===== config.mk =====
export PLATFORM = sky130hd
export DESIGN_NAME = dma_coh_ctrl
export DESIGN_NICKNAME = d
export VERILOG_FILES = /design/src/rtl/dma_coh_ctrl.sv
export SDC_FILE = /design/constraint.sdc
export NUM_CORES = 1
export LEC_CHECK = 0
export CORE_MARGIN = 2
export CORE_UTILIZATION = 40
export DETAILED_ROUTE_END_ITERATION = 10
export DONT_BUFFER_PORTS = 1
export PLACE_DENSITY = 0.58
export SYNTH_ARGS = -nofsm -noshare
export SYNTH_HDL_FRONTEND = slang
export SYNTH_SLANG_ARGS = --single-unit

===== constraint.sdc =====
create_clock -name clk -period 2.94 [get_ports clk]
set_input_delay 0.588 -clock clk [delete_from_list [all_inputs] [get_ports clk]]
set_output_delay 0.588 -clock clk [all_outputs]
set_load 0.03 [all_outputs]

===== src/rtl/dma_coh_ctrl.sv =====
module dma_coh_ctrl #(
  parameter int ADDR_W  = 32,
  parameter int DATA_W  = 64,
  parameter int LEN_W   = 8,
  parameter int ID_W    = 4,
  parameter int ACK_W   = 8,
  parameter int CNT_W   = 12,
  parameter int REQ_LAT = 14,
  parameter int RSP_LAT = 14,
  parameter int REQ_ID  = 5
) (
  input  logic              clk,
  input  logic              rst_n,
  input  logic              sq_valid,
  output logic              sq_ready,
  input  logic              sq_is_store,
  input  logic [ADDR_W-1:0] sq_addr,
  input  logic [LEN_W-1:0]  sq_len,
  input  logic [DATA_W-1:0] sq_data,
  output logic              dreq_valid,
  output logic              dreq_is_write,
  output logic [ADDR_W-1:0] dreq_addr,
  output logic [LEN_W-1:0]  dreq_len,
  output logic [DATA_W-1:0] dreq_data,
  output logic [ID_W-1:0]   dreq_src,
  input  logic              drsp_valid,
  output logic              drsp_ready,
  input  logic [2:0]        drsp_type,
  input  logic [ACK_W-1:0]  drsp_acks,
  input  logic [DATA_W-1:0] drsp_data,
  output logic              dunb_valid,
  output logic [ADDR_W-1:0] dunb_addr,
  output logic              cb_data_valid,
  output logic [DATA_W-1:0] cb_data,
  output logic              cb_wack_valid,
  output logic              err
);
  localparam int RQ_W = 1 + ADDR_W + LEN_W + DATA_W;

  typedef enum logic [1:0] {ST_IDLE, ST_RD, ST_WR} st_t;

  st_t                     st;
  logic                    trig;
  logic signed [CNT_W-1:0] cnt;
  logic signed [CNT_W-1:0] acks_ext;
  logic signed [CNT_W-1:0] cnt_sub;
  logic [DATA_W-1:0]       blk;
  logic [ADDR_W-1:0]       addr_q;

  logic acc, rsp_fire, is_data, is_ack, is_dack, bad_type, unexp, unb_push;

  assign sq_ready   = (st == ST_IDLE);
  assign drsp_ready = !trig;
  assign acc        = sq_valid && sq_ready;
  assign rsp_fire   = drsp_valid && drsp_ready;

  assign is_data  = (drsp_type == 3'd0) || (drsp_type == 3'd1);
  assign is_ack   = (drsp_type == 3'd2);
  assign is_dack  = (drsp_type == 3'd3);
  assign bad_type = drsp_type[2];

  assign unexp = rsp_fire && (bad_type || st == ST_IDLE ||
                              (is_dack && st == ST_RD) ||
                              (is_data && st == ST_WR));

  assign acks_ext = {{(CNT_W-ACK_W){drsp_acks[ACK_W-1]}}, drsp_acks};
  assign cnt_sub  = cnt - acks_ext;
  assign unb_push = trig && (st == ST_WR);

  always_ff @(posedge clk) begin
    if (!rst_n) begin
      st            <= ST_IDLE;
      trig          <= 1'b0;
      cnt           <= '0;
      blk           <= '0;
      addr_q        <= '0;
      err           <= 1'b0;
      cb_data_valid <= 1'b0;
      cb_wack_valid <= 1'b0;
      cb_data       <= '0;
    end else begin
      cb_data_valid <= 1'b0;
      cb_wack_valid <= 1'b0;
      trig          <= 1'b0;
      if (unexp) err <= 1'b1;
      if (trig) begin
        if (st == ST_RD) begin
          cb_data_valid <= 1'b1;
          cb_data       <= blk;
        end else if (st == ST_WR) begin
          cb_wack_valid <= 1'b1;
        end
        st <= ST_IDLE;
      end else if (acc) begin
        st     <= sq_is_store ? ST_WR : ST_RD;
        cnt    <= '0;
        blk    <= '0;
        addr_q <= sq_addr;
      end else if (rsp_fire && !unexp) begin
        if (is_ack || is_dack) begin
          cnt <= cnt_sub;
          if (cnt_sub == '0) trig <= 1'b1;
        end else if (is_data) begin
          blk           <= drsp_data;
          cb_data_valid <= 1'b1;
          cb_data       <= drsp_data;
          st            <= ST_IDLE;
        end
      end
    end
  end

  logic [REQ_LAT-1:0] rq_v;
  logic [RQ_W-1:0]    rq_p [REQ_LAT];
  logic [RSP_LAT-1:0] ub_v;
  logic [ADDR_W-1:0]  ub_p [RSP_LAT];

  always_ff @(posedge clk) begin
    if (!rst_n) begin
      rq_v <= '0;
      ub_v <= '0;
    end else begin
      rq_v[0] <= acc;
      ub_v[0] <= unb_push;
      for (int i = 1; i < REQ_LAT; i++) rq_v[i] <= rq_v[i-1];
      for (int i = 1; i < RSP_LAT; i++) ub_v[i] <= ub_v[i-1];
    end
  end

  always_ff @(posedge clk) begin
    rq_p[0] <= {sq_is_store, sq_addr, sq_len, sq_data};
    ub_p[0] <= addr_q;
    for (int i = 1; i < REQ_LAT; i++) rq_p[i] <= rq_p[i-1];
    for (int i = 1; i < RSP_LAT; i++) ub_p[i] <= ub_p[i-1];
  end

  assign dreq_valid = rq_v[REQ_LAT-1];
  assign {dreq_is_write, dreq_addr, dreq_len, dreq_data} = rq_p[REQ_LAT-1];
  assign dreq_src   = ID_W'(REQ_ID);
  assign dunb_valid = ub_v[RSP_LAT-1];
  assign dunb_addr  = ub_p[RSP_LAT-1];

  assert_accept_holds_R2: assert property (@(posedge clk) disable iff (!rst_n)
    acc |=> !sq_ready);

  assert_trig_done_R11: assert property (@(posedge clk) disable iff (!rst_n)
    trig |=> (sq_ready && !trig));

  assert_cb_excl_R10: assert property (@(posedge clk) disable iff (!rst_n)
    !(cb_data_valid && cb_wack_valid));

  assert_wack_after_trig_R10: assert property (@(posedge clk) disable iff (!rst_n)
    cb_wack_valid |-> $past(trig));

  assert_data_done_R8: assert property (@(posedge clk) disable iff (!rst_n)
    (rsp_fire && st == ST_RD && is_data) |=> (cb_data_valid && sq_ready));

  assert_err_sticky_R12: assert property (@(posedge clk) disable iff (!rst_n)
    err |=> err);

  assert_bad_type_R5: assert property (@(posedge clk) disable iff (!rst_n)
    (rsp_fire && bad_type) |=> err);
endmodule


==> results by group <==
Run status
  – Status: finished clean

Clock tree
  – CTS tree: done
  – Clock tree root driver cell: clkbuf_16
  – H-tree depth: 4
  – Clock slew at reported path FFs: 0.06 ns
  – CTS Buffer Depth: 3
  – Post-CTS sizing: 0
  – CTS Buf Count: 190
  – CTS sink cnt: 2,124
  – Clock Latency Late Sink: 0.79 ns

Setup path
  – Crit path required time: 3.59 ns
  – R2r worst-path depth: 10
  – Worst Setup End Kind: register
  – CP max FO: 32
  – Crit Path Class: input pin to register
  – CP startpoint kind: input pin
  – Crit path DAT: 3.31 ns

Detailed routing
  – DRT Wirelength: 61.5 mm
  – Final ANT Viol Nets: 0
  – Pre-antenna DRT Iters: 5
  – Via count: 19,200
  – Routed WL per cell: 12.8 µm
  – First-iteration detailed-routing DRC count: 777
  – Drt drc: 0
  – Via density: 4.00

Place
  – Port buffer count: 0
  – DP HPWL: 34.2 mm
  – Gpl congestion: 0.727
  – Setup WS pre-CTS: 0.222 ns

Yosys
  – Post-synth EDFFs: 0
  – Synth Register Bits: 2,124
  – Post-synthesis instance total: 2,929
  – Yosys warns: 0
  – Sequential-to-total area share from yosys stat: 89.0%
  – Asr flop ratio synth: 0%
  – Commonest register cell after synthesis: dfxtp_1
  – Post-Synthesis Cell Area: 47,800 µm²
  – Synth cell types: 52
  – Syn avg cell area: 16.3 µm²

STA
  – Fmax: 376 MHz
  – Hold violation count in the final report: 0
  – Worst setup margin: 0.284 ns
  – Setup TNS after final layout: 0 ns
  – Relative slew slack: 30.0%
  – RSZ-0062 raised after global routing: no
  – Setup violators final: 0
  – Slew Viols, Final: 0
  – Minimum clock period: 2.66 ns
  – Fin crit share: 90.3%
  – Slew @ Worst Pin: 1.05 ns
  – Setup Skew: 0.0435 ns

Power
  – Maximum VDD drop: 562 µV
  – Static Leakage: 0.0228 µW
  – PD cells: 988 nW/µm²
  – Total power draw: 56,200 µW

Min path
  – HP Class: input pin to register
  – Hold Crit Depth: 2

Floorplan
  – Die Height: 350 µm
  – Row Count: 126
  – Die ar.: 122,000 µm²
  – Die Wd: 350 µm
  – Starting Density: 40.4%
  – Core ar.: 118,000 µm²
  – Io pins: 396

Final layout
  – NumNets Final: 3,304
  – Share of cells above drive strength 1: 11.8%
  – Commonest non-fill, non-tap cells in the layout: dfxtp_1, clkbuf_16, dlygate4sd3_1
  – # fillers: 9,962
  – Final core occ: 48.1%
  – Syn-to-layout area delta: 19.0%
  – Most common cell after layout, fill and taps aside: dfxtp_1

Job
  – Maxcap violations: 0

Global route
  – Largest net degree at the start of global routing: 76
  – Initial antenna violation count: 18
  – GRT overflow: 0
  – Total GRT Usage: 10.2%
  – Vias in the first global route: 18,900
  – First-pass GRT wire length: 97.6 mm
## flip-flops by register name, indices dropped and copies added (netlist names)
signal	flops
trig	1
cnt	12
ub_p	448
addr_q	32
cb_wack_valid	1
ub_v	14
err	1
cb_data	64
cb_data_valid	1
rq_p	1470
blk	64
rq_v	14
st	2
## final timing paths
check | end | slack (ns) | startpoint
min reg2reg | rq_p[0][767] | 0.29 | rq_p[0][662]
min | cb_data[53] | 0.09 | drsp_data[53]
max reg2reg | trig | 0.37 | cnt[0]
max | trig | 0.28 | rst_n
## where the power goes
| group | switching [µW] | internal [µW] |
|---|---|---|
| logic | 323 | 269 |
| registers | 590 | 30300 |
| clock network | 10300 | 14400 |
## through the flow
| stage | hold WS (ns) | instances | cell area, µm² |
|---|---|---|---|
| 2_1_floorplan | 0.310 | 2931 | 47800 |
| 3_3_place_gp | 0.309 | 4280 | 48600 |
| 3_5_place_dp | 0.312 | 4280 | 48600 |
| 4_1_cts | 0.00116 | 4799 | 56800 |
| 5_1_grt | 0.0274 | 4801 | 56900 |
| 6_report | 0.0910 | 4801 | 56900 |
## Yosys cell counts (22+ instances only)
master / n / area [µm²]
a22oi_1: 64 / 480
a211oi_1: 22 / 165
and2_1: 30 / 188
clkbuf_1: 42 / 158
mux2i_1: 65 / 651
nor2_1: 152 / 571
a21oi_1: 44 / 220
buf_4: 144 / 1080
a211oi_2: 45 / 563
nand2_1: 71 / 267
dfxtp_1: 2124 / 42500
## what timing repair did
action                                 in CTS  in global routing
hold buffers                              172                  0
setup endpoints to repair                   0                  0
endpoints found under the hold margin     253                  0
buffers inserted                            0                  0
## layer usage
| metal | track usage [%] | part of all wire [%] | vias up |
|---|---|---|---|
| met4 | 5.93 | 4.1 | 28 |
| met1 | 11.1 | 41 | 8814 |
| met5 | 0 | 0.32 | - |
| met3 | 5.29 | 9.8 | 208 |
| met2 | 15.7 | 45 | 521 |
| li1 | - | - | 9641 |
## critical path: stages
cell and delay [ns]:
dlygate4sd3_1 1.22, nand2b_1 0.28, nor3b_1 0.32, nand3_1 0.12
nor4b_1 0.40, o2111ai_1 0.19, nor4_1 0.17
## area by class of cell
class | instances | area, µm² | area share, %
multi-input combinational | 587 | 3850 | 6.78
timing repair buffer | 191 | 1940 | 3.41
clock inverter | 77 | 1040 | 1.83
inverter | 14 | 57.6 | 0.101
antenna | 2 | 5.00 | 0.00880
clock buffer | 270 | 5510 | 9.69
sequential | 2124 | 42500 | 74.8
tap | 1536 | 1920 | 3.38
## cells by family after synthesis
kind of cell | synth area share (%)
DFF | 89.0
and+or+nand+nor | 2.63
buffers and inverters | 2.99
AOI/OAI and AO/OA | 3.56
muxes | 1.36
adders and majority gates | 0.330
xor gates and xnor gates | 0.110
other | 0.0157
Note: power is estimated with default switching activity, not from simulation.
